==> config.mk <==
export PLATFORM = sky130hd
export DESIGN_NAME = pixel_line_unpacker
export DESIGN_NICKNAME = d
export VERILOG_FILES = /design/src/rtl/pxu_pkg.sv /design/src/rtl/pxu_slot_pick.sv /design/src/rtl/pxu_color_fmt.sv /design/src/rtl/pixel_line_unpacker.sv
export SDC_FILE = /design/constraint.sdc
export NUM_CORES = 1
export LEC_CHECK = 0
export CORE_MARGIN = 1
export CORE_UTILIZATION = 65
export CTS_CLUSTER_DIAMETER = 150
export DETAILED_ROUTE_END_ITERATION = 10
export DONT_BUFFER_PORTS = 1
export PLACE_DENSITY_LB_ADDON = 0.25
export SETUP_SLACK_MARGIN = 0.5
export SLEW_MARGIN = 20
export SYNTH_ARGS = -nofsm -noshare
export SYNTH_HDL_FRONTEND = slang
export SYNTH_HIERARCHICAL = 1
export SYNTH_SLANG_ARGS = --single-unit
export TNS_END_PERCENT = 1
==> constraint.sdc <==
create_clock -name clk -period 14.7 [get_ports clk]
set_clock_uncertainty 0.1 [all_clocks]
set_input_delay 2.94 -clock clk [delete_from_list [all_inputs] [get_ports clk]]
set_output_delay 2.94 -clock clk [all_outputs]
set_load 0.02 [all_outputs]
==> src/rtl/pxu_pkg.sv <==
package pxu_pkg;

    localparam int WORD_W = 32;
    localparam int PIX_W  = 24;

    // Depth code n maps to log2(bits per pixel) = n; unused codes fall back to 8 bits.
    function automatic logic [2:0] depth_lg(input logic [2:0] code);
        return (code > 3'd5) ? 3'd3 : code;
    endfunction

endpackage

==> src/rtl/pxu_slot_pick.sv <==
module pxu_slot_pick
    import pxu_pkg::*;
(
    input  logic [WORD_W-1:0] word,
    input  logic [4:0]        slot,
    input  logic [2:0]        lg,
    input  logic              be_byte,
    input  logic              be_pix,
    output logic [PIX_W-1:0]  raw
);

    logic [5:0]        bpp;
    logic [5:0]        le_off;
    logic [5:0]        off;
    logic [WORD_W-1:0] mask;
    logic [WORD_W-1:0] shifted;

    always_comb begin
        bpp    = 6'd1 << lg;
        le_off = {1'b0, slot} << lg;
        if (be_byte) begin
            off = 6'd32 - bpp - le_off;
        end else if (be_pix && lg < 3'd3) begin
            off = {le_off[5:3], le_off[2:0] ^ 3'(6'd8 - bpp)};
        end else begin
            off = le_off;
        end
        mask    = (lg >= 3'd5) ? '1 : ((32'd1 << bpp) - 32'd1);
        shifted = (word >> off) & mask;
        raw     = shifted[PIX_W-1:0];
    end


    always_comb begin
        offset_range_chk: assert ((7'(off) + 7'(bpp)) <= 7'd32);
    end

endmodule

==> src/rtl/pxu_color_fmt.sv <==
module pxu_color_fmt
    import pxu_pkg::*;
(
    input  logic [PIX_W-1:0] raw,
    input  logic [2:0]       lg,
    input  logic             swap_rb,
    output logic [PIX_W-1:0] data,
    output logic             direct
);

    logic [7:0] c0, c1, c2;

    always_comb begin
        case (lg)
            3'd4: begin
                c0 = {raw[4:0], 3'b000};
                c1 = {raw[10:5], 2'b00};
                c2 = {raw[15:11], 3'b000};
            end
            3'd5: begin
                c0 = raw[7:0];
                c1 = raw[15:8];
                c2 = raw[23:16];
            end
            default: begin
                c0 = raw[7:0];
                c1 = 8'd0;
                c2 = 8'd0;
            end
        endcase
        direct = (lg >= 3'd4);
        if (direct) begin
            data = swap_rb ? {c0, c1, c2} : {c2, c1, c0};
        end else begin
            data = {16'd0, raw[7:0]};
        end
    end

endmodule

==> src/rtl/pixel_line_unpacker.sv <==
module pixel_line_unpacker
    import pxu_pkg::*;
#(
    parameter int WIDTH_W = 12
) (
    input  logic               clk,
    input  logic               rst_n,
    input  logic [WIDTH_W-1:0] line_width,
    input  logic [2:0]         depth_code,
    input  logic               swap_rb,
    input  logic               be_byte,
    input  logic               be_pix,
    input  logic               word_valid,
    input  logic [WORD_W-1:0]  word_data,
    output logic               word_ready,
    output logic               pix_valid,
    input  logic               pix_ready,
    output logic [PIX_W-1:0]   pix_data,
    output logic               pix_direct,
    output logic               pix_eol
);

    typedef struct packed {
        logic               full;
        logic [WORD_W-1:0]  word;
        logic [4:0]         slot;
        logic [WIDTH_W-1:0] cnt;
    } unpack_st_t;

    unpack_st_t st_d, st_q;

    logic [2:0]       lg;
    logic [4:0]       last_slot;
    logic             slot_end;
    logic             line_end;
    logic             take;
    logic             release_word;
    logic [PIX_W-1:0] raw;

    pxu_slot_pick u_pick (
        .word    (st_q.word),
        .slot    (st_q.slot),
        .lg      (lg),
        .be_byte (be_byte),
        .be_pix  (be_pix),
        .raw     (raw)
    );

    pxu_color_fmt u_fmt (
        .raw     (raw),
        .lg      (lg),
        .swap_rb (swap_rb),
        .data    (pix_data),
        .direct  (pix_direct)
    );

    always_comb begin
        lg           = depth_lg(depth_code);
        last_slot    = 5'd31 >> lg;
        slot_end     = (st_q.slot == last_slot);
        line_end     = (st_q.cnt == line_width - WIDTH_W'(1));
        pix_valid    = st_q.full;
        pix_eol      = st_q.full && line_end;
        take         = pix_valid && pix_ready;
        release_word = take && (slot_end || line_end);
        word_ready   = !st_q.full || release_word;

        st_d = st_q;
        if (take) begin
            st_d.slot = st_q.slot + 5'd1;
            st_d.cnt  = line_end ? '0 : st_q.cnt + WIDTH_W'(1);
        end
        if (release_word) begin
            st_d.full = 1'b0;
            st_d.slot = 5'd0;
        end
        if (word_valid && word_ready) begin
            st_d.full = 1'b1;
            st_d.word = word_data;
            st_d.slot = 5'd0;
        end
    end

    always_ff @(posedge clk or negedge rst_n) begin
        if (!rst_n) begin
            st_q <= '0;
        end else begin
            st_q <= st_d;
        end
    end


    hold_stall_chk: assert property (@(posedge clk) disable iff (!rst_n)
        (pix_valid && !pix_ready) |=> (pix_valid && $stable(pix_data)));


    direct_flag_chk: assert property (@(posedge clk) disable iff (!rst_n)
        pix_valid |-> (pix_direct == (depth_code == 3'd4 || depth_code == 3'd5)));


    line_restart_chk: assert property (@(posedge clk) disable iff (!rst_n)
        (pix_valid && pix_ready && pix_eol) |=> (st_q.cnt == '0));


    count_bound_chk: assert property (@(posedge clk) disable iff (!rst_n)
        pix_valid |-> (st_q.cnt < line_width));

endmodule

* After elaboration in Yosys (flattened, before gate mapping)
Cells that the tools add are included.
Word-level totals: register bits after elaboration 50, bits of input ports 54, output and inout bits 28, logic and storage cells 50
Operators by class: add/sub/neg operators 7, order comparisons 4, eq/ne operators 4, shifts and indexed selects 5, mux-type cells 14, bitwise gates (word level) 2, reductions and logical operators 10
Operator list (count):
- $mux 24 | 3
- $mux 38 | 1
- $pmux 8 s2 | 2
- $shr 32x6->24 | 1
- $and 24x24->24 | 1
- $shl 1x6->24 const A | 1
- $sub 24x1->24 const B | 1
- $mux 17 | 1
- $add 12x1->12 const B | 1
- $eq 12x12->1 | 1
- $mux 12 | 1
- $sub 12x1->12 const B | 1
- $mux 8 | 1
- $eq 3x3->1 const B | 2
- $ge 3x3->1 const B | 2
- $mux 3 | 2
- $mux 6 | 1
- $shl 1x3->6 const A | 1
- $shl 5x3->6 | 1
- $sub 6x6->6 | 1
- $sub 6x6->6 const A | 1
- $add 5x1->5 const B | 1
- $eq 5x5->1 | 1
- $logic_and 1x1->1 | 5
- 11 further kinds | 12

* Longest topological paths before layout
depth after elaboration 12, gate-level depth with buffers 19

* Cells and area by module
Netlist, hierarchy kept.
By module, submodules not included:
- pixel_line_unpacker | times used 1, cells an instance 250, area an instance 2706.3 sq um, seq. area each 1251.2 sq um
- pxu_slot_pick | times used 1, cells an instance 336, area an instance 2524.9 sq um, seq. area each 0.0 sq um
- pxu_color_fmt | times used 1, cells an instance 78, area an instance 536.8 sq um, seq. area each 0.0 sq um

* Worst setup path before layout
OpenSTA, ideal clock, no wires.
kind input-to-output, start input depth_code[1], end output pix_data[17], arrival 6.992 ns, required time 11.660 ns, setup slack 4.668 ns, stages 17, path buffers 4, cells stage by stage clkbuf_1 > buf_6 > buf_2 > mux4_2 > nand2_1 > ha_1 > ha_1 > xor2_1 > nand2_1 > o21a_1 > buf_2 > nand2_1 > o2bb2ai_1 > o21ai_0 > a221oi_1 > a22oi_1 > o22ai_1
On the way: cells in the longest elaborated chain, start to end 12, elaborated cells between the ends (all ways) 25, those cells by class add/sub: 4; order compare: 4; eq/ne: 2; shift: 4; mux: 8; bitwise: 2; reduce/logical: 1
Ends and longest elaborated chain:
- start, declared | RTL line pixel_line_unpacker.sv:9 | input logic [2:0] depth_code,
- $gt 3x3->1 | RTL line pxu_pkg.sv:8 | return (code > 3'd5) ? 3'd3 : code;
- $mux 3 (*) | RTL line pxu_pkg.sv:8
- parallel branches: the longest is 6 deep, another holds $sub 6x6->6
- $and 24x24->24 (*) | RTL line pxu_slot_pick.sv:29 | shifted = (word >> off) & mask;
- net raw[1] | RTL line pixel_line_unpacker.sv:38 | logic [PIX_W-1:0] raw;
- $mux 8 (*) | RTL line pxu_color_fmt.sv:14 | case (lg)
- $mux 24 (*) | RTL line pxu_color_fmt.sv:33 | data = swap_rb ? {c0, c1, c2} : {c2, c1, c0};
- $mux 24 (*) | RTL line pxu_color_fmt.sv:32 | if (direct) begin
- end, declared | RTL line pixel_line_unpacker.sv:18 | output logic [PIX_W-1:0] pix_data,
Mark *: on every way through the listed nets, which the timed path passes.

* Worst setup path in the final report
start input depth_code[1], end output pix_data[20]
The elaborated chain is that of the path after synthesis.

==> summary by stage <==
Status
The run finished with clean final reports.

Yosys
Counting flops with a built-in enable in the synthesized netlist gives 0. The number of library cell types mapped by synthesis is 80. The share of the yosys chip area belonging to registers is 0.217. The count of state elements after synthesis is 50. In the synthesized netlist, the number of instances is around 660. The mapped cell area is between 5000 and 6000 sq um. The mean post-synth cell area is 8.69 sq um. The total nets after synthesis is roughly 740. Among all flip-flop cells after synthesis, the most frequent one is sky130_fd_sc_hd__dfrtp_1.

Yosys printed 6 warnings. Counting flops with an async set or reset pin after synthesis yields a share of 1.00.

Power
The share of total power in the clock network is 0.070. Of the total power, combinational logic draws 0.697. The leakage power of the design is 2.55 nW.

Dividing total power by cell area gives a power density of 200 nW/um^2. Of the total power, registers draw 0.233. Summed over all nets, the switching power comes to slightly above 0.6 mW. The internal portion of the total power is between 0.5 and 0.6 mW.

The switching share of power is 0.531. The largest vdd supply drop is around 0.14 mV.

STA
The minimum clock period after layout is 10580 ps. The fraction of the cycle the final worst path needs is 0.719. The aggregate negative setup slack is 0 ps. The final-report max-slew violation count is 0. Setup violations remaining at the end of the flow were counted as 0. The number of failing hold endpoints at the final stage is 0. Headroom to the max-slew limit came out at 0.348.

The transition time of the tightest slew-check pin is slightly below 1000 ps. Setup repair after global routing left no endpoint under its margin. For this run, the top clock speed supported by timing is around 95 MHz.

Floorplan
The height of the chip is just under 100 um. The number of placement rows is 34. The floorplan die area is ~9000 sq um. The I/O pin count is between 80 and 90. For this configuration, the core starts out at a cell density of 0.668.

The area inside the core boundary is approximately 8600 sq um. In this run the horizontal extent of the chip is 96.2 um.

Clocking
The total clock buffers created by CTS is 5. The clock drives 50 sinks. The library cell used as clock root buffer is sky130_fd_sc_hd__clkbuf_8. The CTS tree is yes. The H-tree was split into 2 levels. Buffers added to address setup during post-CTS repair amount to 0. No sink is reached through more buffers than the 2 on the longest clock path. Hold repair after CTS inserted 0 buffers. The clock transition at the register clock pins on the worst setup and hold paths after CTS is around 90 ps. The clock latency at the later pin of the worst-skew pair is between 300 and 400 ps.

In this run, post-CTS repair resized a total of 0 instances.

Min path
The tightest min-delay check is of the reg -> reg type.

Setup path
The source of the worst register-to-register timing path is st_q[5]. The count of cells along the worst register-to-register path is 6. The worst endpoint data arrival time is about 7500 ps.

Of all nets on the critical path, the largest fanout is 39. The capture point of the worst path is pix_data[20]. The startpoint kind of the worst setup timing path is a primary input.

The worst setup path is captured at an output pin. Setup slack on the worst reg-to-reg path comes out at 11460 ps. The critical path is of the in -> out type. The endpoint of the lowest-slack register-to-register path is st_q[27]. The critical path starts at depth_code[1]. The required time at the worst-slack endpoint is between 10000 and 15000 ps.

Route
The via density per instance is roughly 7. The routed length per instance is 20.2 um. The total wirelength of the detailed-routed design is roughly 15000 um. The number of detailed-route iterations in the first pass is 6. The number of nets with antenna violations after detailed routing is 0. The first routing iteration left approximately 460 violations.

The final route contains approximately 5300 vias. In the routed design, unresolved DRC markers number 0.

Global routing
For this run, the total global-route usage over all layers was measured as 0.332. The first global-routing pass estimated about 24000 um of wire. The number of antenna violations at the first check in global routing came to 0. The via count of the first global-routing pass is ~4800. Global routing finished with a remaining overflow of 0. The maximum number of pins on one net before global-route repair is between 50 and 60.

Placed design
The cell total after placement is between 700 and 800. Detailed placement finished with a half-perimeter wire length of 11600 um. The congestion estimate from routability-driven global placement came to 1.03. Input and output buffers added on the ports amount to 0.

Run
The tool flagged a number of max-cap violations equal to 0.

Layout
The repair_antennas step left the layout with diodes totalling 0. The library cells used most frequently in the layout, excluding fill and tap cells, are sky130_fd_sc_hd__mux2i_1 (93), sky130_fd_sc_hd__nor2_1 (56), sky130_fd_sc_hd__nand2_1 (56). The layout overhead on the synthesized area is 1.17%.

Leaving out fill and tap cells, the most frequent cell in the layout is sky130_fd_sc_hd__mux2i_1. Leaving out filler cells and counting taps, the final layout contains approximately 750. The ratio of cells with drive above 1 in the final layout is 0.119. After filler insertion, the fill cell instance count of the layout stands at approximately 770. For this run, the post-layout net count is between 700 and 800.
layer usage:
layer	global-route usage	up-vias	routed length (um)
met5	0	-	0
met4	0.0846	0	211
met3	0.0592	22	1160
met2	0.524	229	7080
met1	0.468	2541	6760
li1	-	2465	-
stage by stage:
| stage | cell area, sq um | worst slack [ps] | power, mW | util | hold slack [ps] |
|---|---|---|---|---|---|
| finish | 5840 | 4120 | 1.17 | 0.676 | 427 |
| global route | 5840 | 3770 | 1.25 | 0.676 | 443 |
| CTS | 5830 | 3840 | 1.15 | 0.676 | 433 |
| detailed placement | 5740 | 3840 | 1.06 | 0.665 | 415 |
| global placement | 5740 | 3960 | 1.05 | 0.665 | 397 |
| floorplan | 5770 | 4670 | 0.884 | - | 380 |
cells in the mapped netlist, types with 4 or more instances:
cell	count	share of area
sky130_fd_sc_hd__a21o_1	4	0.0052
sky130_fd_sc_hd__a21oi_1	35	0.030
sky130_fd_sc_hd__a221o_1	5	0.0087
sky130_fd_sc_hd__a221oi_1	5	0.0076
sky130_fd_sc_hd__a22o_1	7	0.011
sky130_fd_sc_hd__a22oi_1	8	0.010
sky130_fd_sc_hd__a31oi_1	5	0.0054
sky130_fd_sc_hd__and3_1	10	0.011
sky130_fd_sc_hd__buf_2	13	0.011
sky130_fd_sc_hd__buf_6	5	0.0098
sky130_fd_sc_hd__clkbuf_1	7	0.0046
sky130_fd_sc_hd__dfrtp_1	50	0.22
sky130_fd_sc_hd__ha_1	19	0.041
sky130_fd_sc_hd__inv_1	18	0.012
sky130_fd_sc_hd__mux2_2	41	0.080
sky130_fd_sc_hd__mux2i_1	93	0.16
sky130_fd_sc_hd__nand2_1	56	0.036
sky130_fd_sc_hd__nand2b_1	6	0.0065
sky130_fd_sc_hd__nand3_1	16	0.014
sky130_fd_sc_hd__nor2_1	56	0.036
sky130_fd_sc_hd__nor2b_1	11	0.012
sky130_fd_sc_hd__nor3_1	12	0.010
sky130_fd_sc_hd__nor4b_1	5	0.0076
sky130_fd_sc_hd__o211ai_1	4	0.0052
sky130_fd_sc_hd__o21ai_0	25	0.022
sky130_fd_sc_hd__o22a_1	5	0.0076
sky130_fd_sc_hd__o22ai_1	21	0.023
sky130_fd_sc_hd__o31ai_1	7	0.0091
sky130_fd_sc_hd__or3_1	5	0.0054
sky130_fd_sc_hd__xnor2_1	16	0.024
sky130_fd_sc_hd__xor2_1	18	0.027
kinds of logic (layout without fill, tap and decap cells):
family	Yosys count	after routing	share of synthesized area
adders and majority gates	20	20	0.0447
muxes	136	136	0.248
xor gates and xnor gates	34	34	0.0516
buffers and inverters	50	31	0.0486
AOI/OAI and AO/OA	170	170	0.207
and+or+nand+nor	204	204	0.184
DFF	50	50	0.217
cell type report:
class,count,area [sq um],share of cell area
well taps,108,135,0.0232
clock buffers,5,68.8,0.0118
multi-input cells,564,4250,0.729
inverters,18,67.6,0.0116
flip-flops and latches,50,1250,0.214
clock inverters,3,21.3,0.00364
repair buffers,5,37.5,0.00643
registers in the layout, summed over array words and instances, names as in the netlist:
register and cells:
st_q 49, pix_valid 1
worst min-delay path by stage:
stage / slack (ps) / start / cells after the start / to
after detailed placement: 410 / st_q[17] / 1 / st_q[17]
after global routing: 440 / st_q[17] / 1 / st_q[17]
final: 430 / st_q[17] / 1 / st_q[17]
after global placement: 400 / st_q[17] / 1 / st_q[17]
after floorplan: 380 / st_q[17] / 1 / st_q[17]
after CTS: 430 / st_q[17] / 1 / st_q[17]
power by group through the flow:
stage | clock network, mW | registers [mW] | logic, mW
after floorplan | 0 | 0.247 | 0.638
final | 0.0814 | 0.273 | 0.815
after global routing | 0.0879 | 0.284 | 0.875
after CTS | 0.0847 | 0.271 | 0.795
after detailed placement | 0 | 0.273 | 0.789
after global placement | 0 | 0.269 | 0.777
worst max-delay path: stages:
cell	delay [ps]
sky130_fd_sc_hd__a21o_1	150
sky130_fd_sc_hd__buf_4	270
sky130_fd_sc_hd__or4b_4	610
sky130_fd_sc_hd__ha_1	220
sky130_fd_sc_hd__ha_1	200
sky130_fd_sc_hd__fa_1	400
sky130_fd_sc_hd__xor2_1	170
sky130_fd_sc_hd__nand2_1	90
sky130_fd_sc_hd__o21a_1	480
sky130_fd_sc_hd__nand2_1	200
sky130_fd_sc_hd__o2bb2ai_1	230
sky130_fd_sc_hd__o21ai_0	120
sky130_fd_sc_hd__a221oi_1	760
sky130_fd_sc_hd__mux2i_1	200
sky130_fd_sc_hd__o22ai_1	470
Power figures use the tool's default switching activity.
